==> src/rtl/gpio_edge_pkg.sv <==
package gpio_edge_pkg;
  localparam int unsigned ADDR_W = 5;
  localparam int unsigned IDX_W  = ADDR_W - 2;

  localparam logic [IDX_W-1:0] IDX_DIR  = 3'd0;
  localparam logic [IDX_W-1:0] IDX_ODRN = 3'd1;
  localparam logic [IDX_W-1:0] IDX_DATA = 3'd2;
  localparam logic [IDX_W-1:0] IDX_EVT  = 3'd3;
  localparam logic [IDX_W-1:0] IDX_MASK = 3'd4;
  localparam logic [IDX_W-1:0] IDX_EDGE = 3'd5;
endpackage

==> src/rtl/gpio_sync.sv <==
module gpio_sync #(
  parameter int unsigned W      = 32,
  parameter int unsigned STAGES = 2
) (
  input  logic         clk,
  input  logic         rst_n,
  input  logic [W-1:0] d,
  output logic [W-1:0] q
);
  logic [W-1:0] stg_q [STAGES];

  always_ff @(posedge clk or negedge rst_n) begin
    if (!rst_n) begin
      for (int i = 0; i < STAGES; i++) stg_q[i] <= '0;
    end else begin
      stg_q[0] <= d;
      for (int i = 1; i < STAGES; i++) stg_q[i] <= stg_q[i-1];
    end
  end

  assign q = stg_q[STAGES-1];
endmodule

==> src/rtl/gpio_edge_evt.sv <==
module gpio_edge_evt #(
  parameter int unsigned W = 32
) (
  input  logic         clk,
  input  logic         rst_n,
  input  logic [W-1:0] smp,
  input  logic [W-1:0] fall_only,
  input  logic [W-1:0] clr,
  output logic [W-1:0] evt_q
);
  logic [W-1:0] prev_q;
  logic [W-1:0] cap;

  // a changed sample is an edge; falling-only lines also need prev high
  assign cap = (smp ^ prev_q) & (~fall_only | prev_q);

  always_ff @(posedge clk or negedge rst_n) begin
    if (!rst_n) begin
      prev_q <= '0;
      evt_q  <= '0;
    end else begin
      prev_q <= smp;
      evt_q  <= (evt_q & ~clr) | cap;
    end
  end

  AST_EVT_STICKY: assert property (@(posedge clk) disable iff (!rst_n)
    1'b1 |=> ((~evt_q & $past(evt_q) & ~$past(clr)) == '0));
  AST_CLR_EMPTIES: assert property (@(posedge clk) disable iff (!rst_n)
    (|clr) |=> ((evt_q & $past(clr) & ~$past(cap)) == '0));
  AST_FALL_ONLY: assert property (@(posedge clk) disable iff (!rst_n)
    1'b1 |=> (((evt_q & ~$past(evt_q)) & $past(fall_only) & $past(smp)) == '0));
  AST_EDGE_WINS: assert property (@(posedge clk) disable iff (!rst_n)
    1'b1 |=> ((~evt_q & $past(cap)) == '0));
endmodule

==> src/rtl/gpio_pad_drv.sv <==
module gpio_pad_drv #(
  parameter int unsigned W = 32
) (
  input  logic         clk,
  input  logic         rst_n,
  input  logic [W-1:0] dir,
  input  logic [W-1:0] odrn,
  input  logic [W-1:0] dout,
  output logic [W-1:0] pad_out,
  output logic [W-1:0] pad_oe
);
  for (genvar n = 0; n < W; n++) begin : g_line
    localparam int unsigned B = W - 1 - n;
    assign pad_out[n] = dout[B];
    assign pad_oe[n]  = dir[B] & ~(odrn[B] & dout[B]);

    AST_OD_NO_HIGH: assert property (@(posedge clk) disable iff (!rst_n)
      odrn[B] |-> !(pad_oe[n] && pad_out[n]));
    AST_IN_FLOAT: assert property (@(posedge clk) disable iff (!rst_n)
      !dir[B] |-> !pad_oe[n]);
  end
endmodule

==> src/rtl/gpio_edge_ctrl.sv <==
module gpio_edge_ctrl
  import gpio_edge_pkg::*;
#(
  parameter int unsigned NLINES      = 32,
  parameter int unsigned SYNC_STAGES = 2
) (
  input  logic              clk,
  input  logic              rst_n,
  input  logic              bus_req,
  input  logic              bus_wr,
  input  logic [ADDR_W-1:0] bus_addr,
  input  logic [NLINES-1:0] bus_wdata,
  output logic [NLINES-1:0] bus_rdata,
  input  logic [NLINES-1:0] pad_in,
  output logic [NLINES-1:0] pad_out,
  output logic [NLINES-1:0] pad_oe,
  output logic              irq_out
);
  logic [NLINES-1:0] dir_q, odrn_q, dat_q, msk_q, edg_q;
  logic [NLINES-1:0] in_bus, smp, evt, clr;
  logic [IDX_W-1:0]  idx;
  logic              aligned, wr_en;

  assign idx     = bus_addr[ADDR_W-1:2];
  assign aligned = (bus_addr[1:0] == 2'b00);
  assign wr_en   = bus_req & bus_wr & aligned;

  // pad port bit n -> register bit NLINES-1-n
  for (genvar n = 0; n < NLINES; n++) begin : g_rev
    assign in_bus[NLINES-1-n] = pad_in[n];
  end

  always_ff @(posedge clk or negedge rst_n) begin
    if (!rst_n) begin
      dir_q  <= '0;
      odrn_q <= '0;
      dat_q  <= '0;
      msk_q  <= '0;
      edg_q  <= '0;
    end else if (wr_en) begin
      case (idx)
        IDX_DIR:  dir_q  <= bus_wdata;
        IDX_ODRN: odrn_q <= bus_wdata;
        IDX_DATA: dat_q  <= bus_wdata;
        IDX_MASK: msk_q  <= bus_wdata;
        IDX_EDGE: edg_q  <= bus_wdata;
        default: ;
      endcase
    end
  end

  assign clr = (wr_en && idx == IDX_EVT) ? bus_wdata : '0;

  gpio_sync #(.W(NLINES), .STAGES(SYNC_STAGES)) u_sync (
    .clk(clk), .rst_n(rst_n), .d(in_bus), .q(smp)
  );

  gpio_edge_evt #(.W(NLINES)) u_evt (
    .clk(clk), .rst_n(rst_n), .smp(smp), .fall_only(edg_q),
    .clr(clr), .evt_q(evt)
  );

  gpio_pad_drv #(.W(NLINES)) u_pad (
    .clk(clk), .rst_n(rst_n), .dir(dir_q), .odrn(odrn_q), .dout(dat_q),
    .pad_out(pad_out), .pad_oe(pad_oe)
  );

  always_comb begin
    bus_rdata = '0;
    if (aligned) begin
      case (idx)
        IDX_DIR:  bus_rdata = dir_q;
        IDX_ODRN: bus_rdata = odrn_q;
        IDX_DATA: bus_rdata = (dir_q & dat_q) | (~dir_q & smp);
        IDX_EVT:  bus_rdata = evt;
        IDX_MASK: bus_rdata = msk_q;
        IDX_EDGE: bus_rdata = edg_q;
        default:  bus_rdata = '0;
      endcase
    end
  end

  assign irq_out = |(evt & msk_q);

  AST_MASKED_QUIET: assert property (@(posedge clk) disable iff (!rst_n)
    (msk_q == '0) |-> !irq_out);
  AST_IRQ_NEEDS_EVT: assert property (@(posedge clk) disable iff (!rst_n)
    irq_out |-> (evt != '0));
  AST_UNDECODED_ZERO: assert property (@(posedge clk) disable iff (!rst_n)
    (!aligned || idx > IDX_EDGE) |-> (bus_rdata == '0));
  AST_STRAY_WRITE: assert property (@(posedge clk) disable iff (!rst_n)
    (bus_req && bus_wr && (!aligned || idx > IDX_EDGE)) |=>
      (dir_q == $past(dir_q) && dat_q == $past(dat_q) && msk_q == $past(msk_q)));
endmodule

==> config.mk <==
export PLATFORM = sky130hd
export DESIGN_NAME = gpio_edge_ctrl
export DESIGN_NICKNAME = d
export VERILOG_FILES = /design/src/rtl/gpio_edge_pkg.sv /design/src/rtl/gpio_sync.sv /design/src/rtl/gpio_edge_evt.sv /design/src/rtl/gpio_pad_drv.sv /design/src/rtl/gpio_edge_ctrl.sv
export SDC_FILE = /design/constraint.sdc
export NUM_CORES = 1
export LEC_CHECK = 0
export ABC_AREA = 0
export BUFFER_PORTS_ARGS = -buffer_cell sky130_fd_sc_hd__buf_2
export CORE_UTILIZATION = 57
export CTS_CLUSTER_DIAMETER = 200
export DETAILED_ROUTE_END_ITERATION = 16
export PLACE_DENSITY = 0.86
export SLEW_MARGIN = 20
export SYNTH_ARGS = -nofsm -noshare
export SYNTH_HDL_FRONTEND = slang
export SYNTH_SLANG_ARGS = --single-unit
==> constraint.sdc <==
create_clock -name clk -period 1.4 [get_ports clk]
set_input_delay 0 -clock clk [delete_from_list [all_inputs] [get_ports clk]]
set_output_delay 0 -clock clk [all_outputs]
set_load 0.01 [all_outputs]
==> results by group <==
Clock tree
  – Clk slew on worst S/H paths: ~80 ps
  – Clock Tree Root: clkbuf_16
  – Total CTS buffers: 29
  – CTS tree: yes
  – Clock Sinks: between 200 and 300
  – Clk_lat worst skew: around 570 ps
  – CTS H-tree lvls: 1
  – CTS max path bufs: 3

Finish
  – Register area: slightly above 7000 µm²
  – Layout cells sized above 1: 0.521
  – Fin area: approximately 17000 µm²
  – Fill cells: about 900
  – Final nets: 1327
  – Multi-input gate area: ~5000 µm²
  – Final std cells w/o fill: ~1500
  – N_diodes: 0
  – P&R area growth vs syn: 44.0%
  – Fin util: 0.837

Critical path
  – Critical Path Fanout Max: 2
  – Required time worst endpoint: between 1000 and 1500 ps
  – CP max stage cell: or4_4
  – Cell depth of the worst flop-to-flop path: 2
  – R2r setup slk: 100 ps
  – Top cell family by delay on the critical path: simple AND/OR/NAND/NOR gates
  – Reg2Reg Capture Point: u_evt.evt_q[14]$_DFF_PN0_
  – CP arrival: between 2000 and 3000 ps
  – Buffer and inverter count on the worst path: 1
  – Critical Path Start Type: flop
  – FF-to-FF Start: u_evt.prev_q[14]$_DFF_PN0_
  – Crit path largest cell delay: slightly above 600 ps
  – Crit-path cells: a22oi_1, nand4_1, or4_4, buf_6
  – Worst setup path class: reg -> out
  – Crit path capture type: primary output

Yosys
  – Post-synthesis cell count: ~850
  – Compound-Gate Fraction of Synth Area: 0.134
  – Synth Area in Adders: 0
  – Syn Area/Cell: around 14 µm²
  – Post-synth top area share: 0.611
  – Dominant cell type by area after synthesis: dfrtp_1
  – Primary FF master, synth: dfrtp_1
  – Largest cells by area after synthesis: dfrtp_1 61%, mux2_2 15%, a22oi_1 6.9%
  – Post-synth EDFFs: 0
  – Simple logic cell fraction of the synthesized area: 0.0526
  – Commonest cells post-synth: 288 x dfrtp_1, 159 x mux2_2, 109 x a22oi_1
  – Cell variety after synth: 25
  – Net Count, Synth: 924
  – Cell with the most instances after synthesis: dfrtp_1
  – Fraction of registers with async set/reset: 1.00
  – Seq/Total Area, Yosys: 0.611
  – Post-synthesis xor/xnor area fraction: 0
  – Largest family of logic cells by synthesized area: multiplexers
  – Post-synthesis mux area share: 0.185
  – YS warnings: 0
  – Yosys reg bits: 288
  – Post-Synthesis Cell Area: roughly 12000 µm²

STA
  – PnR worst setup slack: -1180 ps
  – Hold_ws: 68.3 ps
  – Final min period: 2580 ps
  – Fmax: 0.388 GHz
  – Max_slew headroom: 0.603
  – Setup TNS Final: -12230 ps
  – Slew Limit Fails: 0
  – Final hold violations: 0
  – Slew @ Worst Pin: just under 600 ps
  – Clock skew: 25.7 ps
  – RSZ-0062 raised after global routing: yes
  – Period utilisation layout: 1.84
  – Setup violators final: 51

Detailed routing
  – Routed vias: 10758
  – Remaining antenna violation count: 0
  – Drt wl/cell: 31.0 µm
  – WL final: 47900 µm
  – DRC marker count from the first detailed-route iteration: 1221
  – Residual DRC: 0
  – Initial DRT Pass Iterations: 7
  – DR vias/cell: roughly 7.0

Power and ir drop
  – VDD IR max: approximately 0.0011 V
  – Clock power share: 0.398
  – Leak pwr: a little under 8 nW
  – Psw: about 6.4 mW
  – Tot Pwr: 23.1 mW
  – Switch share: 0.279
  – Combinational share of power: 0.171
  – Pwr/cell area: 1360 nW/µm²
  – Register share of total power: 0.431
  – P_int: ~17 mW

Die
  – Die width: 146 µm
  – Boundary Pins: 170
  – # rows: 52
  – Die ar.: 21300 µm²
  – Die Ht: approximately 150 µm
  – Initial Util: 0.581
  – Core area: 20300 µm²

Min path
  – Min-Delay Endpoint: u_sync.stg_q[47]$_DFF_PN0_
  – Hold Path Depth: 2
  – Hold Path Origin: pad_in[16]
  – Hold Path Class: in -> reg

GRT
  – Overall routing resource usage: 0.411
  – Congestion Overflow GR: 0
  – First-pass GRT wire length: roughly 66000 µm
  – Vias in the first global route: 10963
  – Pin count of the biggest net entering global routing: 65
  – Antenna violations before repair: 1

Placement
  – GPL Wtd Cong: roughly 0.85
  – Number of cells after detailed placement: 1360
  – Pre-CTS setup slack: -191 ps
  – Hpwl dp: around 22000 µm
  – Buffers added on ports: ~170
  – Placed instance area: between 10000 and 15000 µm²

Run
  – Maxcap violations: 0

Status
  – Failing checks: setup timing
  – Status: finished with violations
[cells by family after synthesis]
family,count (synthesis)
compound gates,206
simple gates,116
flops,288
mux,193
buf+inv,48
[flip-flops by register name, indices dropped and copies added, names as in the netlist]
| name | cells |
|---|---|
| msk_q | 32 |
| odrn_q | 32 |
| dir_q | 32 |
| u_evt.prev_q | 32 |
| dat_q | 32 |
| u_evt.evt_q | 32 |
| u_sync.q | 32 |
| u_sync.stg_q | 32 |
| edg_q | 32 |
[cells in the final DEF (no fill, tap or decap), drive strengths merged, types with 35 or more instances in the layout]
cell type      n
dfrtp        288
mux2         192
clkbuf        35
buf          353
a22oi        109
dlygate4sd3   66
[metal layers]
metal	wire (µm)	up-vias	track usage	part of all wire
met3	6010	341	0.103	0.13
met1	16200	5324	0.513	0.34
li1	-	4051	-	-
met4	3490	2	0.227	0.073
met2	22100	1040	0.659	0.46
met5	13	-	0	0.00027
[area by class of cell]
| type | count | area share |
|---|---|---|
| inverters | 1 | 0.000221 |
| multi-input cells | 515 | 0.296 |
| well taps | 270 | 0.0199 |
| flip-flops and latches | 288 | 0.424 |
| clock inverters | 18 | 0.0177 |
| repair buffers | 419 | 0.194 |
| clock buffers | 35 | 0.0470 |
[worst reg2reg max path, delay by kind of cell, from the launching register on]
| family | cells | cell delay [ps] |
|---|---|---|
| AO/OA/AOI/OAI | 1 | 280 |
| AND/OR/NAND/NOR | 1 | 500 |
| flip-flops | 1 | 450 |
[worst max path at each step]
stage,from,endpoint,cells after the start
final,msk_q[29]$_DFFE_PN0P_,irq_out,4
after global routing,msk_q[29]$_DFFE_PN0P_,irq_out,4
after CTS,u_evt.evt_q[16]$_DFF_PN0_,irq_out,4
after detailed placement,msk_q[16]$_DFFE_PN0P_,irq_out,4
after global placement,msk_q[21]$_DFFE_PN0P_,irq_out,4
after floorplan,bus_addr[2],u_evt.evt_q[22]$_DFF_PN0_,6
[power groups by stage]
stage	clock network [mW]	registers [mW]	logic, mW
after CTS	8.94	9.71	3.35
final	9.18	9.93	3.94
after detailed placement	0	9.85	2.56
after global placement	0	9.79	2.49
after floorplan	0	9.73	1.23
after global routing	9.46	9.97	4.08
[what timing repair did]
item	4_1_cts	5_1_grt
pin swaps	68	6
setup endpoints to repair	41	62
hold buffers	66	0
buffers inserted	54	15
hold endpoints to repair	512	0
gates resized for setup	126	72
(Power assumes the default switching activity.)
